$ cat config.mk
export PLATFORM = sky130hd
export DESIGN_NAME = dma_stream_engine
export DESIGN_NICKNAME = d
export VERILOG_FILES = /design/src/rtl/dma_stream_pkg.sv /design/src/rtl/dma_cfg_check.sv /design/src/rtl/dma_addr_gen.sv /design/src/rtl/dma_item_ctr.sv /design/src/rtl/dma_stream_engine.sv
export SDC_FILE = /design/constraint.sdc
export NUM_CORES = 1
export LEC_CHECK = 0
export BUFFER_PORTS_ARGS = -buffer_cell sky130_fd_sc_hd__buf_2
export CAP_MARGIN = 20
export CELL_PAD_IN_SITES_DETAIL_PLACEMENT = 1
export CELL_PAD_IN_SITES_GLOBAL_PLACEMENT = 1
export CORE_AREA = 8 8 158 219
export DETAILED_ROUTE_END_ITERATION = 8
export DIE_AREA = 0 0 166 227
export PLACE_DENSITY = 0.83
export SLEW_MARGIN = 20
export SYNTH_ARGS = -nofsm -noshare
export SYNTH_HDL_FRONTEND = slang
export SYNTH_SLANG_ARGS = --single-unit
$ cat constraint.sdc
create_clock -name clk -period 2.5 [get_ports clk]
set_input_delay 0.375 -clock clk [delete_from_list [all_inputs] [get_ports clk]]
set_output_delay 0.375 -clock clk [all_outputs]
set_load 0.01 [all_outputs]
$ cat src/rtl/dma_stream_pkg.sv
package dma_stream_pkg;

    typedef enum logic [1:0] {
        DIR_P2M = 2'd0,
        DIR_M2P = 2'd1,
        DIR_M2M = 2'd2,
        DIR_BAD = 2'd3
    } dir_e;

    typedef enum logic [1:0] {
        SZ_BYTE = 2'd0,
        SZ_HALF = 2'd1,
        SZ_WORD = 2'd2,
        SZ_BAD  = 2'd3
    } size_e;

    typedef enum logic [1:0] {
        ST_IDLE  = 2'd0,
        ST_WAIT  = 2'd1,
        ST_READ  = 2'd2,
        ST_WRITE = 2'd3
    } state_e;

    typedef struct packed {
        dir_e  dir;
        size_e psize;
        size_e msize;
        logic  pinc;
        logic  minc;
        logic  circ;
    } mode_t;

    localparam int NFLAGS   = 5;
    localparam int FLAG_TC  = 0;
    localparam int FLAG_HT  = 1;
    localparam int FLAG_TE  = 2;
    localparam int FLAG_DME = 3;
    localparam int FLAG_FE  = 4;

    // Bytes moved by one item of the given size.
    function automatic logic [2:0] size_bytes(size_e s);
        case (s)
            SZ_BYTE: size_bytes = 3'd1;
            SZ_HALF: size_bytes = 3'd2;
            SZ_WORD: size_bytes = 3'd4;
            default: size_bytes = 3'd0;
        endcase
    endfunction

    // Low address bits that violate the natural alignment of a size.
    function automatic logic misaligned(logic [1:0] lo, size_e s);
        case (s)
            SZ_HALF: misaligned = lo[0];
            SZ_WORD: misaligned = |lo;
            default: misaligned = 1'b0;
        endcase
    endfunction

endpackage

$ cat src/rtl/dma_cfg_check.sv
module dma_cfg_check
    import dma_stream_pkg::*;
#(
    parameter int AW = 32,
    parameter int CW = 16
) (
    input  mode_t         mode,
    input  logic [AW-1:0] paddr,
    input  logic [AW-1:0] maddr,
    input  logic [CW-1:0] count,
    output logic          ok
);
    logic dir_ok, size_ok, count_ok, align_ok, mode_ok;

    always_comb begin
        dir_ok   = (mode.dir != DIR_BAD);
        size_ok  = (mode.psize != SZ_BAD) && (mode.msize != SZ_BAD) &&
                   (mode.psize == mode.msize);
        count_ok = (count != '0);
        align_ok = !misaligned(paddr[1:0], mode.psize) &&
                   !misaligned(maddr[1:0], mode.msize);
        mode_ok  = !((mode.dir == DIR_M2M) && mode.circ);
        ok       = dir_ok && size_ok && count_ok && align_ok && mode_ok;
    end
endmodule

$ cat src/rtl/dma_addr_gen.sv
module dma_addr_gen
    import dma_stream_pkg::*;
#(
    parameter int AW = 32
) (
    input  logic          clk,
    input  logic          rst,
    input  logic          load,
    input  logic [AW-1:0] base,
    input  logic          inc_en,
    input  size_e         size,
    input  logic          step,
    input  logic          rewind,
    output logic [AW-1:0] addr
);
    logic [AW-1:0] base_q;
    logic [AW-1:0] addr_q;

    always_ff @(posedge clk) begin
        if (rst) begin
            base_q <= '0;
            addr_q <= '0;
        end else if (load) begin
            base_q <= base;
            addr_q <= base;
        end else if (rewind) begin
            addr_q <= base_q;
        end else if (step && inc_en) begin
            addr_q <= addr_q + AW'(size_bytes(size));
        end
    end

    assign addr = addr_q;
endmodule

$ cat src/rtl/dma_item_ctr.sv
module dma_item_ctr #(
    parameter int CW = 16
) (
    input  logic          clk,
    input  logic          rst,
    input  logic          load,
    input  logic [CW-1:0] count,
    input  logic          step,
    input  logic          reload,
    output logic [CW-1:0] left,
    output logic          last,
    output logic          half_hit
);
    logic [CW-1:0] total_q;
    logic [CW-1:0] left_q;

    always_ff @(posedge clk) begin
        if (rst) begin
            total_q <= '0;
            left_q  <= '0;
        end else if (load) begin
            total_q <= count;
            left_q  <= count;
        end else if (step) begin
            left_q <= (last && reload) ? total_q : left_q - CW'(1);
        end
    end

    always_comb begin
        left     = left_q;
        last     = (left_q == CW'(1));
        half_hit = ((left_q - CW'(1)) == (total_q >> 1));
    end
endmodule

$ cat src/rtl/dma_stream_engine.sv
module dma_stream_engine
    import dma_stream_pkg::*;
#(
    parameter int AW = 32,
    parameter int DW = 32,
    parameter int CW = 16
) (
    input  logic              clk,
    input  logic              rst,
    input  logic [1:0]        cfg_dir,
    input  logic [1:0]        cfg_psize,
    input  logic [1:0]        cfg_msize,
    input  logic              cfg_pinc,
    input  logic              cfg_minc,
    input  logic              cfg_circ,
    input  logic [AW-1:0]     cfg_paddr,
    input  logic [AW-1:0]     cfg_maddr,
    input  logic [CW-1:0]     cfg_count,
    input  logic [NFLAGS-1:0] cfg_ie,
    input  logic              start,
    input  logic              stop,
    input  logic [NFLAGS-1:0] flag_clr,
    output logic [NFLAGS-1:0] flags,
    output logic              irq,
    output logic              busy_en,
    output logic [CW-1:0]     items_left,
    input  logic              prq,
    output logic              prq_ack,
    output logic              bus_req,
    output logic              bus_we,
    output logic [AW-1:0]     bus_addr,
    output logic [1:0]        bus_size,
    output logic [DW-1:0]     bus_wdata,
    input  logic              bus_ack,
    input  logic              bus_err,
    input  logic [DW-1:0]     bus_rdata
);
    mode_t             cfg_mode;
    mode_t             mode_q;
    state_e            state_q;
    logic              en_q;
    logic              stop_pend_q;
    logic              pend_q;
    logic [DW-1:0]     dbuf_q;
    logic [NFLAGS-1:0] flags_q;
    logic [NFLAGS-1:0] flag_set;

    logic          cfg_ok, start_go, launch;
    logic          m2m, src_is_p, on_bus;
    logic          rd_done, wr_done, item_ok, xfer_err, wrap, overrun;
    logic          last, half_hit;
    logic [AW-1:0] paddr, maddr, src_addr, dst_addr;
    size_e         src_size, dst_size;

    always_comb begin
        cfg_mode.dir   = dir_e'(cfg_dir);
        cfg_mode.psize = size_e'(cfg_psize);
        cfg_mode.msize = size_e'(cfg_msize);
        cfg_mode.pinc  = cfg_pinc;
        cfg_mode.minc  = cfg_minc;
        cfg_mode.circ  = cfg_circ;
    end

    dma_cfg_check #(.AW(AW), .CW(CW)) i_cfg (
        .mode  (cfg_mode),
        .paddr (cfg_paddr),
        .maddr (cfg_maddr),
        .count (cfg_count),
        .ok    (cfg_ok)
    );

    always_comb begin
        start_go = start && !en_q;
        launch   = start_go && cfg_ok;
        m2m      = (mode_q.dir == DIR_M2M);
        src_is_p = (mode_q.dir != DIR_M2P);
        on_bus   = (state_q == ST_READ) || (state_q == ST_WRITE);
        rd_done  = (state_q == ST_READ) && bus_ack;
        wr_done  = (state_q == ST_WRITE) && bus_ack;
        item_ok  = wr_done && !bus_err;
        xfer_err = (rd_done || wr_done) && bus_err;
        wrap     = item_ok && last && mode_q.circ;
        overrun  = prq && en_q && !m2m && (pend_q || on_bus);
        src_addr = src_is_p ? paddr : maddr;
        dst_addr = src_is_p ? maddr : paddr;
        src_size = src_is_p ? mode_q.psize : mode_q.msize;
        dst_size = src_is_p ? mode_q.msize : mode_q.psize;
    end

    dma_addr_gen #(.AW(AW)) i_paddr (
        .clk    (clk),
        .rst    (rst),
        .load   (launch),
        .base   (cfg_paddr),
        .inc_en (mode_q.pinc),
        .size   (mode_q.psize),
        .step   (item_ok),
        .rewind (wrap),
        .addr   (paddr)
    );

    dma_addr_gen #(.AW(AW)) i_maddr (
        .clk    (clk),
        .rst    (rst),
        .load   (launch),
        .base   (cfg_maddr),
        .inc_en (mode_q.minc),
        .size   (mode_q.msize),
        .step   (item_ok),
        .rewind (wrap),
        .addr   (maddr)
    );

    dma_item_ctr #(.CW(CW)) i_ctr (
        .clk      (clk),
        .rst      (rst),
        .load     (launch),
        .count    (cfg_count),
        .step     (item_ok),
        .reload   (mode_q.circ),
        .left     (items_left),
        .last     (last),
        .half_hit (half_hit)
    );

    // Stream sequencing: wait for a request, read the source, write the destination.
    always_ff @(posedge clk) begin
        if (rst) begin
            state_q     <= ST_IDLE;
            en_q        <= 1'b0;
            mode_q      <= '0;
            stop_pend_q <= 1'b0;
            pend_q      <= 1'b0;
            dbuf_q      <= '0;
        end else begin
            case (state_q)
                ST_IDLE: begin
                    pend_q      <= 1'b0;
                    stop_pend_q <= 1'b0;
                    if (launch) begin
                        mode_q  <= cfg_mode;
                        en_q    <= 1'b1;
                        state_q <= ST_WAIT;
                    end
                end
                ST_WAIT: begin
                    if (stop) begin
                        en_q    <= 1'b0;
                        state_q <= ST_IDLE;
                    end else if (m2m || pend_q) begin
                        pend_q  <= 1'b0;
                        state_q <= ST_READ;
                    end else if (prq) begin
                        pend_q <= 1'b1;
                    end
                end
                ST_READ: begin
                    if (stop) stop_pend_q <= 1'b1;
                    if (bus_ack) begin
                        if (bus_err) begin
                            en_q    <= 1'b0;
                            state_q <= ST_IDLE;
                        end else begin
                            dbuf_q  <= bus_rdata;
                            state_q <= ST_WRITE;
                        end
                    end
                end
                ST_WRITE: begin
                    if (stop) stop_pend_q <= 1'b1;
                    if (bus_ack) begin
                        if (bus_err || (last && !mode_q.circ) || stop_pend_q || stop) begin
                            en_q    <= 1'b0;
                            state_q <= ST_IDLE;
                        end else begin
                            state_q <= ST_WAIT;
                        end
                    end
                end
                default: state_q <= ST_IDLE;
            endcase
        end
    end

    always_comb begin
        flag_set           = '0;
        flag_set[FLAG_TC]  = item_ok && last;
        flag_set[FLAG_HT]  = item_ok && half_hit;
        flag_set[FLAG_TE]  = xfer_err;
        flag_set[FLAG_DME] = overrun;
        flag_set[FLAG_FE]  = start_go && !cfg_ok;
    end

    always_ff @(posedge clk) begin
        if (rst) flags_q <= '0;
        else     flags_q <= (flags_q & ~flag_clr) | flag_set;
    end

    always_comb begin
        flags     = flags_q;
        irq       = |(flags_q & cfg_ie);
        busy_en   = en_q;
        prq_ack   = item_ok && !m2m;
        bus_req   = on_bus;
        bus_we    = (state_q == ST_WRITE);
        bus_addr  = (state_q == ST_WRITE) ? dst_addr : src_addr;
        bus_size  = (state_q == ST_WRITE) ? dst_size : src_size;
        bus_wdata = dbuf_q;
    end
endmodule

**Word level (Yosys, flattened, before mapping)**

Cells that the tools add are included.

- Muxes and demuxes: 48
- Equality and inequality tests: 30
- Add/subtract/negate cells: 3
- Bitwise gates (word level): 5
- Reductions and logical operators: 60

Operator list:

| operator | count |
|---|---|
| two-way mux 32 bit | 9 |
| adder 32 x 3 -> 32 bit | 2 |
| two-way mux 16 bit | 3 |
| logical AND 1 bit | 26 |
| two-way mux 3 bit | 8 |
| two-way mux 2 bit | 9 |
| case mux 3 bit (3 select lines) | 2 |
| == test 16 x 1 -> 1 bit (second input constant) | 1 |
| == test 16 x 15 -> 1 bit | 1 |
| == test 2 bit (second input constant) | 8 |
| nonzero test 16 bit | 1 |
| subtractor 16 x 1 -> 16 bit (second input constant) | 1 |
| inequality test 2 bit (second input constant) | 7 |
| two-way mux 1 bit | 11 |
| AND 5 bit | 2 |
| == test 2 x 1 -> 1 bit (second input constant) | 5 |
| inequality test 2 x 1 -> 1 bit (second input constant) | 5 |
| logical NOT 1 bit | 8 |
| case mux 1 bit (2 select lines) | 4 |
| case mux 2 bit (4 select lines) | 1 |
| logical OR 1 bit | 7 |
| logical NOT 2 bit | 3 |
| inequality test 3 bit (second input constant) | 2 |
| AND reduction 3 bit | 2 |
| 12 further kinds | 18 |

- Flip-flop bits (word level): 211
- Word-level logic and storage cells: 164

**Longest topological paths before layout**

- Word-level depth: 14
- Gate-level depth with buffers: 11

**Cells and area by module**

A second synthesis with hierarchy kept.

- Cell total of the unflattened synthesis: 1,519
- Area, all modules: 12,195.4 sq um

Modules (own cells, without submodules):

| module | cells an instance | area an instance (sq um) | instances |
|---|---|---|---|
| dma_addr_gen (i_paddr) | 476 | 3,757.4 | 1 |
| dma_addr_gen (i_maddr) | 459 | 3,649.8 | 1 |
| dma_stream_engine | 292 | 2,544.9 | 1 |
| dma_item_ctr | 265 | 2,047.0 | 1 |
| dma_cfg_check | 27 | 196.4 | 1 |

**Least setup slack after synthesis**

OpenSTA, ideal clock, no wires.

- Path type: reg-to-reg
- Start point: register mode_q[6] (netlist name)
- End point: register i_paddr.addr_q[16], in the netlist i_paddr.addr[16]
- Clock period less this slack: 2,423 ps
- Arrival: 2,353 ps
- Cell stages (with the launch flop): 12
- Setup slack: 77 ps
- Path buffers: 0
- Cell sequence: dfxtp_1 -> nor2_1 -> ha_1 -> inv_1 -> fa_1 -> nor2b_1 -> o211ai_1 -> nor3_1 -> and3_1 -> xnor2_1 -> a211o_1 -> a21oi_1

- Cells in the longest elaborated chain, start to end: 10
- Elaborated cells between the ends (all ways): 12

Ends and longest elaborated chain:

| element | line | source |
|---|---|---|
| start: declaration | dma_stream_engine.sv:39 | `mode_t mode_q;` |
| start signal: assignment | dma_stream_engine.sv:141 | `mode_q <= cfg_mode;` |
| == test 2 bit, or another cell as far along | dma_stream_pkg.sv:42 | `case (s)` |
| case mux 3 bit (3 select lines) (*) | dma_stream_pkg.sv:42 |  |
| two-way mux 3 bit (*) | dma_addr_gen.sv:28 | `end else if (step && inc_en) begin` |
| two-way mux 3 bit (*) | dma_addr_gen.sv:26 | `end else if (rewind) begin` |
| two-way mux 3 bit (*) | dma_addr_gen.sv:23 | `end else if (load) begin` |
| two-way mux 3 bit (*) | dma_addr_gen.sv:20 | `if (rst) begin` |
| adder 32 x 3 -> 32 bit (*) | dma_addr_gen.sv:29 | `addr_q <= addr_q + AW'(size_bytes(size));` |
| two-way mux 32 bit (*) | dma_addr_gen.sv:28 |  |
| two-way mux 32 bit (*) | dma_addr_gen.sv:26 |  |
| two-way mux 32 bit (*) | dma_addr_gen.sv:23 |  |
| end signal: assignment | dma_addr_gen.sv:25 | `addr_q <= base;` |
| end signal: assignment | dma_addr_gen.sv:27 | `addr_q <= base_q;` |
| end signal: assignment | dma_addr_gen.sv:29 |  |
| end: declaration | dma_addr_gen.sv:17 | `logic [AW-1:0] addr_q;` |

Mark *: on every way between the ends. The rest lies on a longest branch, timed or not. The select of a mux whose other input is x is not followed.
A chain may end at the register's enable or synchronous reset.

**Final worst setup path**

- Start point: register mode_q[6] (netlist name)
- End point: register i_paddr.addr_q[30], in the netlist i_paddr.addr[30]

The elaborated chain is that of the path after synthesis.

==> metrics.md <==
| Metric | Value |
|---|---|
| NetSw | `0.002029 W` |
| PortBufs | `229` |
| Relative slew slack | `0.5073` |
| GP Congestion | `0.9201` |
| Hold_sp | `bus_rdata[5]` |
| Clk root buf | `clkbuf_16` |
| GR Overflow Total | `0` |
| Clk sink count | `211` |
| Worst clock skew | `25.71 ps` |
| Slew @ Worst Pin | `735.8 ps` |
| Total I/O pin count | `230` |
| Pwr Total | `0.007809 W` |
| Initial drt markers | `832` |
| CP required | `2930 ps` |
| Int Pwr | `0.005780 W` |
| Setup Viol. Count Final | `24` |
| First-pass GRT wire length | `73.16 mm` |
| Synth area leaders | `dfxtp_1, nand2_1, a21oi_1, mux2_2, xnor2_1` |
| Sw frac | `0.2599` |
| Share of layout cells above drive strength 1 | `0.3135` |
| Worst setup EP type | `flip-flop` |
| Primary FF master, synth | `dfxtp_1` |
| Crit-path max FO | `4` |
| Sequential Power Share | `0.446` |
| Status | `complete, but fails checks` |
| Synth Area per Inst | `7.669 µm²` |
| Clock period minus worst slack | `2921 ps` |
| Yosys top cell area share | `0.3814` |
| Post-DP HPWL | `33.54 mm` |
| Flop and latch count out of synthesis | `211` |
| Max-Cap Viols | `0` |
| Syn Inst Count | `1444` |
| Clock power share | `0.451` |
| Vias after detailed routing | `12.79k` |
| RSZ-0062 raised after global routing | `true` |
| H-tree levels | `1` |
| Largest net degree at the start of global routing | `66` |
| Die Y-Extent | `227 µm` |
| DR WL/cell | `23.31 µm` |
| Initial antenna violation count | `3` |
| Total CTS buffers | `24` |
| Worst setup path class | `reg2reg` |
| Row count | `77` |
| Layout Cells excl Fill | `2176` |
| Post-synth EDFFs | `0` |
| Final period util | `1.168` |
| Routed Antenna Nets | `0` |
| Cell count after placement | `2105` |
| Die W | `166 µm` |
| Seq/Total Area, Yosys | `0.3814` |
| Logic gate share of total power | `0.104` |
| P per Cell Area | `506.6 nW/µm²` |
| Mapped Area | `11070 µm²` |
| DIE AREA | `37680 µm²` |
| Buffer depth of the longest clock path | `3` |
| DRT Pass-1 Iters | `5` |
| Worst Slack Setup Final | `-420.6 ps` |
| Number of global-route vias before repair | `13.60k` |
| Effective utilization at floorplan | `0.3537` |
| Fillers | `3758` |
| Remaining DRCs | `0` |
| Commonest non-fill, non-tap cell in the layout | `nand2_1` |
| Ys async rst share | `0` |
| Largest area contributor in the netlist | `dfxtp_1` |
| Final Util | `0.4923` |
| Drt total wl | `50.72 mm` |
| Failing checks | `setup timing` |
| Clk slew on worst S/H paths | `70 ps` |
| YS warnings | `0` |
| Hold Violations, Final | `0` |
| Vias per std cell | `5.875` |
| Area growth, synth to finish | `39.20%` |
| Max VDD drop | `0.4189 mV` |
| Slew Limit Fails | `0` |
| Critical Path Source | `mode_q[6]$_SDFFE_PP0P_` |
| CP arrival | `3350 ps` |
| All-Layer GR Usage | `0.2398` |
| Reg2reg start | `mode_q[6]$_SDFFE_PP0P_` |
| Crit path launch type | `flip-flop` |
| # nets final | `1918` |
| Latest clock arrival within the worst-skew pair | `550 ps` |
| P_leak | `6.251 nW` |
| Hold/Removal Path Class | `in2reg` |
| Fmax | `0.3424 GHz` |
| CTS tree | `done` |
| Hold-fix buffers, CTS | `0` |
| Syn nets | `1598` |
| Most frequent cells in the layout | `nand2_1, dfxtp_1, buf_2` |
| Yosys cell types | `72` |
| Core area | `31310 µm²` |
## stage by stage
| step | hold WS [ps] | setup WS, ps | area, µm² | setup TNS [ps] |
|---|---|---|---|---|
| after floorplan | 431.7 | 76.58 | 11070 | 0 |
| after global placement | 438.8 | -291.5 | 13520 | -8449 |
| after detailed placement | 444.8 | -366.6 | 13520 | -14520 |
| after CTS | 54.52 | -72.09 | 14870 | -758.8 |
| after global routing | 74.30 | -550.6 | 15410 | -5896 |
| final | 80.09 | -420.6 | 15420 | -3132 |
## path summary, 6_finish.rpt
check	to	slack [ps]	cells past startpoint
max	i_paddr.addr[30]$_SDFFE_PP0P_	-420	13
min	bus_wdata[5]$_SDFFE_PP0P_	80	3
max reg2reg	i_paddr.addr[30]$_SDFFE_PP0P_	-420	13
min reg2reg	bus_wdata[15]$_SDFFE_PP0P_	450	2
## synth_stat cells (16+ instances only)
| master | instances |
|---|---|
| a211oi_1 | 26 |
| a21oi_1 | 178 |
| and3_1 | 16 |
| buf_2 | 20 |
| clkbuf_1 | 77 |
| dfxtp_1 | 211 |
| inv_1 | 22 |
| mux2_2 | 34 |
| nand2_1 | 309 |
| nand3_1 | 47 |
| nand4_1 | 26 |
| nor2_1 | 94 |
| nor3_1 | 31 |
| o211ai_1 | 22 |
| o21ai_0 | 63 |
| o221ai_1 | 17 |
| xnor2_1 | 43 |
| xor2_1 | 17 |
## critical path: stages, from the launching register on
cell and delay [ps]:
dfxtp_2 340, nor2_2 130, ha_2 200, inv_2 40, fa_2 360, nor2b_2 180
o211ai_1 310, buf_4 280, buf_4 140, nor4_4 150, nand2_1 120, a21oi_1 240
nor3_1 70, a211oi_1 230
## timing repair
action / CTS / global route
setup buffers: 8 / 15
hold endpoints to repair: 0 / 0
endpoints found under the setup margin: 56 / 96
cloned: 4 / 5
gates resized for setup: 96 / 86
pin swaps: 9 / 47
## kinds of logic (layout without fill, tap and decap cells)
group | Yosys count | in the layout | synth area share
AOI/OAI and AO/OA | 379 | 379 | 0.2070
xor gates and xnor gates | 60 | 60 | 0.04745
adders and majority gates | 16 | 16 | 0.01943
buffers and inverters | 125 | 459 | 0.04565
DFF | 211 | 211 | 0.3814
muxes | 44 | 44 | 0.04361
other | 0 | 1 | 0
and+or+nand+nor | 609 | 611 | 0.2555
## metal layers
metal,global-route usage,share of wire
met1,0.2406,0.36
met2,0.4463,0.51
met3,0.04789,0.059
met4,0.1634,0.074
met5,0,0.00059
## state kept, by name, indices dropped and copies added (netlist names)
name / flops
bus_wdata: 32
busy_en: 1
flags: 5
i_ctr.left: 16
i_ctr.total_q: 16
i_maddr.addr: 32
i_maddr.base_q: 32
i_paddr.addr: 32
i_paddr.base_q: 32
mode_q: 9
pend_q: 1
state_q: 2
stop_pend_q: 1
## layout make-up
class,instances,area (µm²),share of cell area
Multi-Input combinational cell,1110,6905,0.4479
Sequential cell,211,4238,0.2749
Timing Repair Buffer,395,2930,0.1901
Clock buffer,36,726.9,0.04716
Tap cell,395,494.2,0.03206
Inverter,22,82.58,0.005357
Clock inverter,6,36.28,0.002354
Antenna cell,1,2.502,0.0001623
## power by group through the flow
stage               sequential (W)  clock [W]  combinational (W)
floorplan                  0.00353          0           0.000358
global placement           0.00355          0           0.000713
detailed placement         0.00355          0           0.000734
CTS                        0.00348    0.00356           0.000776
global route               0.00348    0.00368           0.000865
finish                     0.00348    0.00352           0.000809
No activity file was read; power rests on OpenSTA's default activity.
